## src/rtl/scan_pkg.sv

```systemverilog
package scan_pkg;
  localparam int unsigned DIM_W = 11;

  typedef struct packed {
    logic [DIM_W-1:0] lines;
    logic [DIM_W-1:0] width;
  } frame_dim_t;

  // width in [10:0], line count in [26:16]
  function automatic frame_dim_t get_dim(input logic [31:0] word);
    frame_dim_t d;
    d.width = word[DIM_W-1:0];
    d.lines = word[16+DIM_W-1:16];
    return d;
  endfunction
endpackage

```

## src/rtl/scan_axis_ctr.sv

```systemverilog
module scan_axis_ctr #(
  parameter int unsigned CW = 11
) (
  input  logic          clk_i,
  input  logic          rst_ni,
  input  logic          restart_i,
  input  logic          step_i,
  input  logic          zoom_i,
  input  logic [CW-1:0] count_i,
  output logic [CW-1:0] idx_o,
  output logic          first_o,
  output logic          inside_o,
  output logic          adv_o
);
  logic [CW-1:0] idx_q;
  logic          phase_q;
  logic          repeat_w;
  logic [CW:0]   idx_nx;

  assign repeat_w = zoom_i & ~phase_q;
  assign idx_nx   = {1'b0, idx_q} + (CW+1)'(1);

  always_ff @(posedge clk_i or negedge rst_ni) begin
    if (!rst_ni) begin
      idx_q   <= '0;
      phase_q <= 1'b0;
    end else if (restart_i) begin
      idx_q   <= '0;
      phase_q <= 1'b0;
    end else if (step_i) begin
      if (repeat_w) begin
        phase_q <= 1'b1;
      end else begin
        phase_q <= 1'b0;
        if (idx_q < count_i) idx_q <= idx_q + CW'(1);
      end
    end
  end

  assign idx_o    = idx_q;
  assign first_o  = ~phase_q;
  assign inside_o = idx_q < count_i;
  // stored index moves and stays inside the frame
  assign adv_o    = step_i & ~restart_i & ~repeat_w & (idx_nx < {1'b0, count_i});


  restart_chk: assert property (@(posedge clk_i) disable iff (!rst_ni)
    restart_i |=> (idx_q == '0) && !phase_q);

  phase_zoom_chk: assert property (@(posedge clk_i) disable iff (!rst_ni)
    $rose(phase_q) |-> $past(zoom_i));
endmodule

```

## src/rtl/scan_line_base.sv

```systemverilog
module scan_line_base #(
  parameter int unsigned AW = 32,
  parameter int unsigned CW = 11
) (
  input  logic          clk_i,
  input  logic          rst_ni,
  input  logic          init_i,
  input  logic          adv_i,
  input  logic          rev_i,
  input  logic [AW-1:0] base_i,
  input  logic [AW-1:0] stride_i,
  input  logic [CW-1:0] lines_i,
  output logic [AW-1:0] base_o
);
  logic [AW-1:0] base_al, stride_al, last_off, init_val, base_q;
  logic          base_unused;

  assign base_unused = base_i[0] ^ stride_i[0];
  assign base_al     = {base_i[AW-1:1], 1'b0};
  assign stride_al   = {stride_i[AW-1:1], 1'b0};
  assign last_off    = (AW'(lines_i) - AW'(1)) * stride_al;
  assign init_val    = (rev_i && lines_i != '0) ? base_al + last_off : base_al;

  always_ff @(posedge clk_i or negedge rst_ni) begin
    if (!rst_ni)      base_q <= '0;
    else if (init_i)  base_q <= init_val;
    else if (adv_i)   base_q <= rev_i ? base_q - stride_al : base_q + stride_al;
  end

  assign base_o = base_q;


  fwd_init_chk: assert property (@(posedge clk_i) disable iff (!rst_ni)
    (init_i && !rev_i) |=> base_q == $past(base_al));

  fwd_step_chk: assert property (@(posedge clk_i) disable iff (!rst_ni)
    (adv_i && !init_i && !rev_i) |=> base_q == $past(base_q) + $past(stride_al));

  rev_step_chk: assert property (@(posedge clk_i) disable iff (!rst_ni)
    (adv_i && !init_i && rev_i) |=> base_q == $past(base_q) - $past(stride_al));
endmodule

```

## src/rtl/scan_addr_gen.sv

```systemverilog
module scan_addr_gen
  import scan_pkg::*;
#(
  parameter int unsigned AW = 32
) (
  input  logic          clk_i,
  input  logic          rst_ni,
  input  logic          frame_start_i,
  input  logic          line_adv_i,
  input  logic          pix_adv_i,
  input  logic [AW-1:0] base_addr_i,
  input  logic [AW-1:0] stride_i,
  input  logic [31:0]   frame_dim_i,
  input  logic          zoom_i,
  input  logic          rev_scan_i,
  output logic [AW-1:0] addr_o,
  output logic          addr_valid_o,
  output logic          in_frame_o
);
  localparam int unsigned CW = DIM_W;

  frame_dim_t    dims;
  logic          dim_unused;
  logic          active_q;
  logic [CW-1:0] row_idx, col_idx, col_sel;
  logic          row_first, row_inside, row_adv;
  logic          col_first, col_inside, col_adv;
  logic [AW-1:0] line_base;

  assign dims       = get_dim(frame_dim_i);
  assign dim_unused = ^{frame_dim_i[31:16+CW], frame_dim_i[15:CW]};

  always_ff @(posedge clk_i or negedge rst_ni) begin
    if (!rst_ni)            active_q <= 1'b0;
    else if (frame_start_i) active_q <= 1'b1;
  end

  scan_axis_ctr #(.CW(CW)) u_row (
    .clk_i     (clk_i),
    .rst_ni    (rst_ni),
    .restart_i (frame_start_i),
    .step_i    (line_adv_i & active_q),
    .zoom_i    (zoom_i),
    .count_i   (dims.lines),
    .idx_o     (row_idx),
    .first_o   (row_first),
    .inside_o  (row_inside),
    .adv_o     (row_adv)
  );

  // pixels freeze on lines outside the frame
  scan_axis_ctr #(.CW(CW)) u_col (
    .clk_i     (clk_i),
    .rst_ni    (rst_ni),
    .restart_i (frame_start_i | line_adv_i),
    .step_i    (pix_adv_i & active_q & row_inside),
    .zoom_i    (zoom_i),
    .count_i   (dims.width),
    .idx_o     (col_idx),
    .first_o   (col_first),
    .inside_o  (col_inside),
    .adv_o     (col_adv)
  );

  scan_line_base #(.AW(AW), .CW(CW)) u_base (
    .clk_i    (clk_i),
    .rst_ni   (rst_ni),
    .init_i   (frame_start_i),
    .adv_i    (row_adv),
    .rev_i    (rev_scan_i),
    .base_i   (base_addr_i),
    .stride_i (stride_i),
    .lines_i  (dims.lines),
    .base_o   (line_base)
  );

  // clamp to last stored pixel so the address holds past the width
  assign col_sel      = col_inside ? col_idx
                      : (dims.width == '0 ? '0 : dims.width - CW'(1));
  assign addr_o       = line_base + AW'({col_sel, 1'b0});
  assign in_frame_o   = active_q & row_inside & col_inside;
  assign addr_valid_o = in_frame_o & col_first;


  addr_even_chk: assert property (@(posedge clk_i) disable iff (!rst_ni)
    !addr_o[0]);

  valid_in_frame_chk: assert property (@(posedge clk_i) disable iff (!rst_ni)
    addr_valid_o |-> in_frame_o);

  hold_out_chk: assert property (@(posedge clk_i) disable iff (!rst_ni)
    (active_q && !in_frame_o && !frame_start_i && !line_adv_i) |=> $stable(addr_o));

  row_dup_chk: assert property (@(posedge clk_i) disable iff (!rst_ni)
    (line_adv_i && active_q && !frame_start_i && zoom_i && row_first) |=> $stable(line_base));

  col_step_chk: assert property (@(posedge clk_i) disable iff (!rst_ni)
    (col_adv && !zoom_i && row_inside) |=> col_idx == $past(col_idx) + CW'(1));

  idle_chk: assert property (@(posedge clk_i) disable iff (!rst_ni)
    !active_q |-> (!in_frame_o && row_idx == '0));
endmodule

```

## config.mk

```make
export PLATFORM = sky130hd
export DESIGN_NAME = scan_addr_gen
export DESIGN_NICKNAME = d
export VERILOG_FILES = /design/src/rtl/scan_pkg.sv /design/src/rtl/scan_axis_ctr.sv /design/src/rtl/scan_line_base.sv /design/src/rtl/scan_addr_gen.sv
export SDC_FILE = /design/constraint.sdc
export NUM_CORES = 1
export LEC_CHECK = 0
export CORE_ASPECT_RATIO = 1.25
export CORE_UTILIZATION = 25
export DETAILED_ROUTE_END_ITERATION = 6
export DONT_BUFFER_PORTS = 1
export HOLD_SLACK_MARGIN = 0.1
export SETUP_SLACK_MARGIN = 0.4
export SLEW_MARGIN = 20
export SYNTH_ARGS = -nofsm -noshare
export SYNTH_HDL_FRONTEND = slang
export SYNTH_SLANG_ARGS = --single-unit
```

## constraint.sdc

```tcl
create_clock -name clk_i -period 5.35 [get_ports clk_i]
set_clock_uncertainty 0.1 [all_clocks]
set_input_delay 0.535 -clock clk_i [delete_from_list [all_inputs] [get_ports clk_i]]
set_output_delay 0.535 -clock clk_i [all_outputs]
set_load 0.03 [all_outputs]
```

== After elaboration in Yosys (flattened, before gate mapping) ==
Index checks and enable logic that the tools add are counted.

* Bits in registers: 57
* Word-level logic and storage cells: 67
* Input bits: 103
* Output and inout port bits: 34

* $lt $le $gt $ge: 3
* Reductions and logical operators: 10
* Bitwise operators: 16
* Add/sub/neg operators: 9
* Equality and inequality tests: 2
* Mux-type cells: 20
* Multipliers: 1

{| class="wikitable"
|+ Operators by type and width
! operator !! count
|-
| $mux 32 || 4
|-
| $mux 11 || 10
|-
| $add 32x32->32 || 2
|-
| $add 32x12->32 || 1
|-
| $mul 32x31->31 || 1
|-
| $sub 32x32->32 || 1
|-
| $add 11x1->11 const B || 2
|-
| $lt 11x11->1 || 2
|-
| $add 11x1->12 const B || 1
|-
| $lt 12x11->1 || 1
|-
| $sub 11x1->12 const B || 1
|-
| $and 1x1->1 || 11
|-
| $logic_not 11->1 || 1
|-
| $reduce_bool 11->1 || 1
|-
| $sub 11x1->11 const B || 1
|-
| $reduce_bool 2->1 || 5
|-
| $mux 1 || 6
|-
| $reduce_and 3->1 || 2
|-
| $not 1->1 || 4
|-
| $ne 2x1->1 const B || 1
|-
| $ne 2x2->1 const B || 1
|-
| $logic_and 1x1->1 || 1
|-
| $or 1x1->1 || 1
|}

== Logic depth before layout (Yosys ltp) ==
Gate-level depths: netlist of run 1.

* Depth in word-level cells: 7
* Mapped depth: 43
* Gate-level depth less buffers: 40

== By module ==
Synthesis of run 1 repeated with hierarchy kept, for this count alone.

* Cells, all modules: 2,436
* Area, all modules: 20,850.0 sq um

{| class="wikitable"
|+ Modules (own cells, without submodules)
! module !! cells an instance !! area an instance (sq um) !! instances !! sequential area each (sq um)
|-
| scan_line_base || 1,975 || 17,122.7 || 1 || 775.7
|-
| scan_axis_ctr || 144 || 1,255.0 || 2 || 300.3
|-
| scan_addr_gen || 173 || 1,217.4 || 1 || 25.0
|}

== Worst setup path before layout of run 1 ==
Ideal clock, no wire load.

* Path type: input -> register
* Start point: input frame_dim_i[16]
* End point: register u_base.base_q[31], in the netlist u_base.base_o[31]
* Library setup time: 0.082 ns
* Required time: 5.168 ns
* Cell stages on the path: 36
* Arrival: 9.457 ns
* Path buffers: 3
* Slack: -4.289 ns
* Cells stage by stage: buf_2 clkinv_1 ha_1 and4_1 buf_4 xnor2_1 clkbuf_1 nand2_1 fa_1 inv_1 fa_1 fa_1 inv_1 fa_1 inv_1 fa_1 ha_1 fa_1 fa_1 ha_1 a21o_1 a2111oi_0 a211oi_1 a221o_1 xor2_1 ha_1 a21o_1 a21oi_1 nor2b_1 nor2_1 a21oi_1 o31ai_1 xnor2_1 xnor2_1 or3_1 a31oi_1

* Longest elaborated chain between the ends: 5
* Elaborated cells between the ends (all ways): 10
* Classes of those cells: add/sub: 2; mul: 1; order compare: 1; mux: 2; bitwise: 1; reduce/logical: 3

{| class="wikitable"
|+ Ends and longest elaborated chain
! what !! RTL line !! source
|-
| from (decl) || scan_addr_gen.sv:13 || <nowiki>input logic [31:0] frame_dim_i,</nowiki>
|-
| $sub 11x1->12 || scan_line_base.sv:21 || <nowiki>assign last_off = (AW'(lines_i) - AW'(1)) * stride_al;</nowiki>
|-
| $mul 32x31->31 || scan_line_base.sv:21 ||
|-
| $add 32x32->32 || scan_line_base.sv:22 || <nowiki>assign init_val = (rev_i && lines_i != '0) ? base_al + last_off : base_al;</nowiki>
|-
| $mux 32 || scan_line_base.sv:22 ||
|-
| $mux 32 || scan_line_base.sv:26 || <nowiki>else if (init_i) base_q <= init_val;</nowiki>
|-
| to (signal assigned) || scan_line_base.sv:26 ||
|-
| to (signal assigned) || scan_line_base.sv:27 || <nowiki>else if (adv_i) base_q <= rev_i ? base_q - stride_al : base_q + stride_al;</nowiki>
|-
| to (decl) || scan_line_base.sv:15 || <nowiki>logic [AW-1:0] base_al, stride_al, last_off, init_val, base_q;</nowiki>
|}

Several ways; a longest one is shown, not always the timed one.
A chain may end at the register's enable or synchronous reset.

== Worst setup path after layout of run 1 ==
* Start point: input frame_dim_i[19]
* End point: register u_base.base_q[31], in the netlist u_base.base_o[31]

Same word-level chain as after synthesis.

==> flow_metrics.env, run 1 <==
export IMPL_initial_core_util=0.252
export IMPL_r2r_start="u_base.base_o[1]"
export IMPL_row_count=116
export IMPL_wl_um=64100
export IMPL_die_height_um=319
export IMPL_cp_arrival_ps=9120
export IMPL_end_kind="flop"
export IMPL_dr_pass1_iters=7
export IMPL_grt_pass1_vias=18400
export IMPL_ys_seq_elements=56
export IMPL_place_inst=3639
export IMPL_yosysWarnings=0
export IMPL_htree_levels=2
export IMPL_max_cap_violations=0
export IMPL_drt_iter0_markers=756
export IMPL_layout_min_cycle_time_ps=8970
export IMPL_drive_above_1_share=0.211
export IMPL_timing_fmax_mhz=111
export IMPL_die_x_um=256
export IMPL_ys_flop_type="dfrtp_1"
export IMPL_num_antenna_cells=0
export IMPL_drc=1
export IMPL_flow_area_growth_from_synthesis_pct=27.5
export IMPL_syn_area_mm2=0.0201
export IMPL_io_pins=137
export IMPL_via_per_inst=4.65
export IMPL_rrSetupSlack_ps=770
export IMPL_die_area_mm2=0.0817
export IMPL_globalplace_congestion=0.898
export IMPL_slew_viol_final=0
export IMPL_multi_input_area_mm2=0.0183
export IMPL_rsz0062_at_grt="yes"
export IMPL_grt_usage=0.158
export IMPL_vias=17200
export IMPL_endpoint="u_base.base_o[31]"
export IMPL_path_clk_slew_ps=80
export IMPL_layout_nets=3276
export IMPL_hold_viol=0
export IMPL_coreArea_mm2=0.0798
export IMPL_grt_max_degree=84
export IMPL_clk_latency_ps=320
export IMPL_antenna_found_initial=4
export IMPL_max_stage_delay_ps=560
export IMPL_drtAntennaViolNets=0
export IMPL_synth_area_per_cell_um2=8.49
export IMPL_numClockSinks=56
export IMPL_port_buffers=0
export IMPL_hpwl_um=54300
export IMPL_fill_cells=8339
export IMPL_fin_cells=3702
export IMPL_cts_tree="yes"
export IMPL_async_flop_share=1.00
export IMPL_status="finished, violations left"
export IMPL_slowest_stage="fa_2"
export IMPL_crit_path_max_fanout=6
export IMPL_hp_class="in -> reg"
export IMPL_synth_edff_count=0
export IMPL_crit_type="in -> reg"
export IMPL_synthCells=2371
export IMPL_setup_viol=44
export IMPL_relSlewSlack=0.519
export IMPL_grt_pass1_wl_um=102000
export IMPL_fin_util=0.321
export IMPL_synth_nets=3007
export IMPL_cts_buffers=5
export IMPL_place_ws_ps=-4240
export IMPL_cpMostUsedCell="fa_1"
export IMPL_regToRegEndpoint="u_base.base_o[31]"
export IMPL_cts_root_buf="clkbuf_16"
export IMPL_grt_overflow_total=0
export IMPL_worstMarginPinSlew_ps=715
export IMPL_worst_r2r_cell_count=16
export IMPL_crit_path_start_kind="primary input"
export IMPL_cts_max_path_buffers=2
export IMPL_regArea_mm2=0.00140
export IMPL_required_ps=5500
export IMPL_worstSetupStartpoint="frame_dim_i[19]"
export IMPL_wire_per_inst_um=17.3
export IMPL_min_period_over_period=1.68
export IMPL_setup_slack_ps=-3620
export IMPL_synthDistinctLibCells=69
export IMPL_ys_seq_area_frac=0.0696
export IMPL_violations="DRC, setup timing"
-- repair_timing --
item	CTS	global route
hold endpoints to repair	56	0
pin swaps	93	73
setup buffers	42	10
setup endpoints to repair	50	52
cloned	1	1
resized for setup	140	64
hold buffers	2	0
-- routing by layer --
layer | vias to the layer above | GRT usage | wire length, um
met5 | - | 0 | 69
met4 | 6 | 0.0543 | 2480
met3 | 92 | 0.0166 | 2260
met2 | 300 | 0.303 | 33900
met1 | 8586 | 0.180 | 25400
li1 | 8228 | - | -
-- through the flow --
stage                     TNS (ps)  area [um^2]  hold WS, ps
after floorplan             -57280        20800          139
after global placement      -76180        24100          142
after detailed placement    -77200        24100          142
after CTS                   -65900        25300          168
after global routing        -78140        25700          173
final                       -65190        25700          173
-- cells by family (layout without fill, tap and decap cells) --
logic type / count (synthesis) / after routing / share of synthesized area
AO/OA/AOI/OAI: 404 / 404 / 0.128
multiplexers: 10 / 10 / 0.00503
flip-flops: 56 / 56 / 0.0696
AND/OR/NAND/NOR: 701 / 702 / 0.173
buffers and inverters: 458 / 726 / 0.0860
XOR/XNOR: 208 / 208 / 0.0937
adder cells (fa/ha/maj): 533 / 533 / 0.445
other: 1 / 1 / 0.000186
-- synth_stat cells (34+ instances only) --
library cell  number  area share
clkbuf_1          74       0.014
and2_1            98       0.030
xnor2_1          161       0.070
dfrtp_1           56       0.070
o21ai_0           64       0.016
nand3_1           34      0.0085
xor2_1            41       0.018
nand2_1          221       0.041
inv_1            369       0.069
nor2b_1           53       0.016
ha_1             229        0.14
a21o_1            63       0.023
a21oi_1          134       0.033
fa_1             304        0.30
nor2_1           133       0.025
-- state kept, by name (all words and copies together) (netlist names) --
name / flops
u_row.phase_q: 1
u_row.idx_o: 11
u_base.base_o: 31
active_q: 1
u_col.phase_q: 1
u_col.idx_o: 11
-- worst max-delay path: cells and delay by family --
| family | cells | cell delay, ps |
|---|---|---|
| and+or+nand+nor | 7 | 1350 |
| AOI/OAI and AO/OA | 10 | 2040 |
| buffers and inverters | 3 | 240 |
| adders and majority gates | 10 | 4280 |
| xor gates and xnor gates | 4 | 650 |
-- area by class of cell --
class,instances,share of cell area
Clock inverter,1,0.000341
Multi-Input combinational cell,1858,0.714
Timing Repair Buffer,348,0.119
Clock buffer,6,0.00541
Inverter,371,0.0554
Tap cell,1062,0.0518
Sequential cell,56,0.0546
-- worst min-delay path by stage --
stage / start / endpoint / slack (ps) / depth (start not counted)
after floorplan: rst_ni / active_q / 140 / 0
after global placement: rst_ni / u_row.idx_o[8] / 140 / 0
after detailed placement: rst_ni / u_row.idx_o[8] / 140 / 0
after CTS: frame_start_i / u_row.idx_o[1] / 170 / 1
after global routing: frame_start_i / u_row.idx_o[10] / 170 / 1
final: frame_start_i / u_row.idx_o[8] / 170 / 1
-- cells in the final DEF, fill, tap and decap left out, types with 13 or more instances in the layout --
cell type  count
a21o_1        62
nand2b_1      31
o21bai_1      13
a21oi_2       30
a211oi_1      18
inv_1        359
a21oi_1      102
o21ai_0       48
nor2b_1       50
xnor2_4       16
and2_1        92
fa_1         292
buf_4        276
a31oi_1       15
ha_1         217
o21a_1        20
xnor2_1      127
xnor2_2       21
nor2_1       125
and3_1        15
buf_6         54
nor3_1        28
nand3_1       24
xor2_1        36
dfrtp_1       56
nand4_1       16
nand2_1      209
or3_1         17
Power of run 1 is left out: the tool's default activity adds up to more than one toggle a clock period on the data nets, which glitch-free logic cannot reach.
==> run 2, diff against run 1 <==
Settings changed: ABC_AREA set to 1.
==> flow_metrics.env, run 2 <==
export IMPL_status="finished, violations left"
export IMPL_violations="setup timing"
export IMPL_grt_busiest_layer="met2"
export IMPL_max_stage_delay_ps=630
export IMPL_die_area_mm2=0.0819
export IMPL_layout_nets=3763
export IMPL_synth_xor_xnor_area_share=0.0607
export IMPL_synth_nets=3342
export IMPL_grt_overflow_total=0
export IMPL_synth_edff_count=0
export IMPL_crit_path_max_fanout=6
export IMPL_drive_above_1_share=0.300
export IMPL_hp_class="in -> reg"
export IMPL_ys_seq_area_frac=0.0694
export IMPL_synth_area_per_cell_um2=7.46
export IMPL_muxShareOfSynthArea=0
export IMPL_wire_per_inst_um=17.5
export IMPL_wl_um=73100
export IMPL_crit_path_start_kind="primary input"
export IMPL_dr_pass1_iters=6
export IMPL_clk_latency_ps=310
export IMPL_min_period_over_period=1.59
export IMPL_vias=19600
export IMPL_grt_usage=0.173
export IMPL_hpwl_um=60700
export IMPL_netlist_top_cells_count="524 x inv_1, 477 x nand2_1, 305 x nor2_1, 304 x fa_1, 229 x ha_1"
export IMPL_required_ps=5460
export IMPL_end_kind="flop"
export IMPL_coreArea_mm2=0.0800
export IMPL_drc=0
export IMPL_timing_fmax_mhz=117
export IMPL_cpMostUsedCell="inv_1"
export IMPL_synthDistinctLibCells=58
export IMPL_die_height_um=320
export IMPL_drtAntennaViolNets=0
export IMPL_htree_levels=2
export IMPL_rsz0062_at_grt="yes"
export IMPL_io_pins=137
export IMPL_worst_r2r_cell_count=17
export IMPL_num_antenna_cells=0
export IMPL_gr_usage_met3=0.0218
export IMPL_port_buffers=0
export IMPL_grt_pass1_vias=20000
export IMPL_layout_min_cycle_time_ps=8530
export IMPL_antenna_found_initial=1
export IMPL_synth_top_area_cell="fa_1"
export IMPL_holdPathStages=1
export IMPL_ys_flop_type="dfrtp_1"
export IMPL_met1_usage=0.192
export IMPL_initial_core_util=0.252
export IMPL_synthMostInstantiatedCell="inv_1"
export IMPL_hold_viol=0
export IMPL_yosysWarnings=0
export IMPL_numClockSinks=56
export IMPL_synth_top_area_frac=0.301
export IMPL_die_x_um=256
export IMPL_layout_common_cells="481 x inv_1, 413 x nand2_1, 396 x buf_4, 276 x fa_1, 257 x nor2_1"
export IMPL_synth_compound_area_frac=0.113
export IMPL_slew_viol_final=0
export IMPL_row_count=116
export IMPL_slowest_stage="fa_2"
export IMPL_worstMarginPinSlew_ps=909
export IMPL_grt_use_met2=0.316
export IMPL_synthSimpleGateAreaFrac=0.199
export IMPL_crit_type="in -> reg"
export IMPL_cts_max_path_buffers=2
export IMPL_synth_area_top_cells="fa_1 30%, ha_1 14%, inv_1 9.7%"
export IMPL_drt_iter0_markers=1057
export IMPL_relSlewSlack=0.389
export IMPL_via_per_inst=4.67
export IMPL_fin_util=0.349
export IMPL_globalplace_congestion=0.956
export IMPL_synth_top_family_by_area="adder cells"
export IMPL_cts_tree="yes"
export IMPL_async_flop_share=1.00
export IMPL_cts_root_buf="clkbuf_16"
export IMPL_cts_buffers=5
export IMPL_synthCells=2706
export IMPL_ys_seq_elements=56
export IMPL_syn_area_mm2=0.0202
export IMPL_setup_viol=24
export IMPL_flow_area_growth_from_synthesis_pct=38.2
export IMPL_grt_pass1_wl_um=111000
export IMPL_synthAdderAreaFrac=0.443
export IMPL_path_clk_slew_ps=90
export IMPL_max_cap_violations=0
export IMPL_grt_max_degree=57
export IMPL_final_common_cell="inv_1"
export IMPL_largest_reg_flops=31
export IMPL_cp_arrival_ps=8640
export IMPL_setup_slack_ps=-3180
## run 2: cell types whose count changed after synthesis, sizes merged, moves of 32 or more
cell    change
a21o       -53
and2       -99
inv       +160
nand2     +258
nand2b     -32
nand3      +74
nor2      +181
nor2b      -53
o21ai      +62
xnor2     -124
xor2       +59
## run 2: cell type report
cell class	instances	area [um^2]
repair buffers	476	4050
multi-input cells	2043	18900
flip-flops and latches	56	1400
well taps	1062	1330
clock inverters	3	23.8
clock buffers	5	125
inverters	544	2100
repair inverters	1	6.26
fillers	8185	52100
## run 2: cells by family (layout without fill, tap and decap cells)
kind of cell,Yosys count,in the layout
other,1,1
DFF,56,56
buffers and inverters,607,1029
and+or+nand+nor,975,975
AOI/OAI and AO/OA,394,394
adders and majority gates,533,533
xor gates and xnor gates,140,140
## run 2: critical path: cells and delay by family
| family | cells | cell delay [ps] |
|---|---|---|
| compound gates | 6 | 750 |
| xor+xnor | 1 | 170 |
| fa+ha+maj | 10 | 4750 |
| buf+inv | 10 | 970 |
| simple gates | 13 | 1440 |
## run 2: repair_timing
| action | CTS | global route |
|---|---|---|
| buffers inserted | 49 | 31 |
| gates resized for setup | 326 | 218 |
| hold buffers | 2 | 0 |
| endpoints found under the setup margin | 44 | 37 |
| pin swaps | 177 | 163 |
| endpoints found under the hold margin | 56 | 0 |
| cloned | 1 | 2 |
## run 2: routing by layer
| metal | vias up | routed length, um |
|---|---|---|
| li1 | 9334 | - |
| met1 | 9502 | 26500 |
| met2 | 594 | 37000 |
| met3 | 143 | 4630 |
| met4 | 2 | 4970 |
| met5 | - | 15 |
## run 2: metrics by stage
stage	TNS, ps	setup slack, ps	cells	hold WS [ps]	instance area, um^2
6_report	-53800	-3180	4190	210	27900
5_1_grt	-60400	-3590	4190	202	27900
4_1_cts	-54110	-3160	4157	199	26600
3_5_place_dp	-69900	-3850	4097	141	24600
3_3_place_gp	-68570	-3780	4097	141	24600
2_1_floorplan	-46710	-2990	2706	139	20500
## run 2: path summary, 6_finish.rpt
path                                   from                 to  slack, ps
max                         frame_dim_i[23]  u_base.base_o[31]      -3180
min                           frame_start_i      u_row.phase_q        210
max reg2reg                  u_row.idx_o[2]  u_base.base_o[18]        890
min reg2reg                u_base.base_o[4]   u_base.base_o[4]        420
max in group asynchronous            rst_ni     u_col.idx_o[9]       4200
min in group asynchronous            rst_ni    u_row.idx_o[10]        650
Power of run 2 is left out for the same reason.
==> run 3, diff against run 2 <==
Settings changed: PLACE_DENSITY set to 0.43.
==> flow_metrics.env, run 3 (same netlist as run 2, synthesis figures left out) <==
export IMPL_crit_path_max_fanout=24
export IMPL_htree_levels=2
export IMPL_status="finished, violations left"
export IMPL_rsz0062_at_grt="yes"
export IMPL_path_clk_slew_ps=80
export IMPL_hp_class="in -> reg"
export IMPL_crit_path_start_kind="primary input"
export IMPL_max_cap_violations=0
export IMPL_relSlewSlack=0.375
export IMPL_antenna_found_initial=0
export IMPL_place_area_mm2=0.0247
export IMPL_holdWs_ps=202
export IMPL_layout_common_cells="484 x inv_1, 411 x buf_4, 409 x nand2_1, 276 x fa_1, 258 x nor2_1"
export IMPL_grt_pass1_vias=19900
export IMPL_grt_pass1_wl_um=118000
export IMPL_drc=0
export IMPL_grt_busiest_layer="met2"
export IMPL_met1_usage=0.216
export IMPL_die_x_um=256
export IMPL_vias=19300
export IMPL_cts_root_buf="clkbuf_16"
export IMPL_coreArea_mm2=0.0800
export IMPL_cts_tree="yes"
export IMPL_slowest_stage="fa_1"
export IMPL_die_height_um=320
export IMPL_flow_area_growth_from_synthesis_pct=40.4
export IMPL_gr_usage_met3=0.0222
export IMPL_hpwl_um=66400
export IMPL_port_buffers=0
export IMPL_drive_above_1_share=0.306
export IMPL_die_area_mm2=0.0819
export IMPL_stdcell_area_mm2=0.0284
export IMPL_place_ws_ps=-3840
export IMPL_grt_usage=0.188
export IMPL_io_pins=137
export IMPL_cp_arrival_ps=8650
export IMPL_slew_viol_final=0
export IMPL_grt_overflow_total=0
export IMPL_max_stage_delay_ps=560
export IMPL_cts_buffers=5
export IMPL_timing_fmax_mhz=118
export IMPL_min_period_over_period=1.59
export IMPL_via_per_inst=4.56
export IMPL_cts_max_path_buffers=2
export IMPL_initial_core_util=0.252
export IMPL_num_antenna_cells=0
export IMPL_largest_reg_flops=31
export IMPL_wl_um=78100
export IMPL_end_kind="flop"
export IMPL_final_common_cell="inv_1"
export IMPL_setup_slack_ps=-3150
export IMPL_layout_min_cycle_time_ps=8500
export IMPL_required_ps=5500
export IMPL_wire_per_inst_um=18.5
export IMPL_hold_viol=0
export IMPL_numClockSinks=56
export IMPL_worstMarginPinSlew_ps=931
export IMPL_row_count=116
export IMPL_grt_use_met2=0.355
export IMPL_dr_pass1_iters=5
export IMPL_drt_iter0_markers=826
export IMPL_setup_viol=25
export IMPL_clk_latency_ps=310
export IMPL_drtAntennaViolNets=0
export IMPL_layout_nets=3795
export IMPL_rrSetupSlack_ps=1010
export IMPL_globalplace_congestion=0.906
export IMPL_grt_max_degree=57
export IMPL_crit_type="in -> reg"
export IMPL_violations="setup timing"
export IMPL_cpMostUsedCell="fa_1"
==> run 3: cell types whose count changed in the layout (fill, tap and decap cells not counted), sizes merged <==
cell	previous run	this run
buf	474	505
bufbuf	0	1
==> run 3: final timing paths <==
| check | from | to | cells after the start |
|---|---|---|---|
| max | frame_dim_i[16] | u_base.base_o[31] | 44 |
| max reg2reg | u_row.idx_o[0] | u_base.base_o[18] | 17 |
| min in group asynchronous | rst_ni | u_row.idx_o[1] | 2 |
| min | frame_start_i | u_row.phase_q | 1 |
| min reg2reg | u_base.base_o[5] | u_base.base_o[5] | 2 |
| max in group asynchronous | rst_ni | u_row.idx_o[10] | 2 |
==> run 3: timing repair <==
action,CTS,global route
setup buffers,59,41
endpoints found under the setup margin,43,40
pin swaps,147,163
endpoints found under the hold margin,56,0
gates resized for setup,317,260
gates cloned,2,1
hold buffers,2,0
==> run 3: stage by stage <==
| step | TNS [ps] | cells | utilization |
|---|---|---|---|
| after floorplan | -46710 | 2706 | - |
| after global placement | -72470 | 4109 | 0.309 |
| after detailed placement | -72680 | 4109 | 0.309 |
| after CTS | -55350 | 4180 | 0.335 |
| after global routing | -62910 | 4222 | 0.355 |
| final | -55940 | 4222 | 0.355 |
==> run 3: area by class of cell <==
type	instances	area, um^2
clock buffers	5	125
clock inverters	3	23.8
fillers	8476	51600
inverters	544	2120
multi-input cells	2043	19000
flip-flops and latches	56	1400
well taps	1062	1330
repair buffers	508	4390
repair inverters	1	6.26
==> run 3: per-layer routing <==
| metal | vias to the layer above | share of wire |
|---|---|---|
| met5 | - | 0 |
| met4 | 0 | 0.048 |
| met3 | 91 | 0.042 |
| met2 | 334 | 0.52 |
| met1 | 9419 | 0.39 |
| li1 | 9415 | - |
==> run 3: critical path, delay by kind of cell <==
kind	cells	cell delay, ps
adders and majority gates	11	4620
AOI/OAI and AO/OA	8	1110
buffers and inverters	11	1040
xor gates and xnor gates	1	120
and+or+nand+nor	13	1190
Power of run 3 is left out for the same reason.
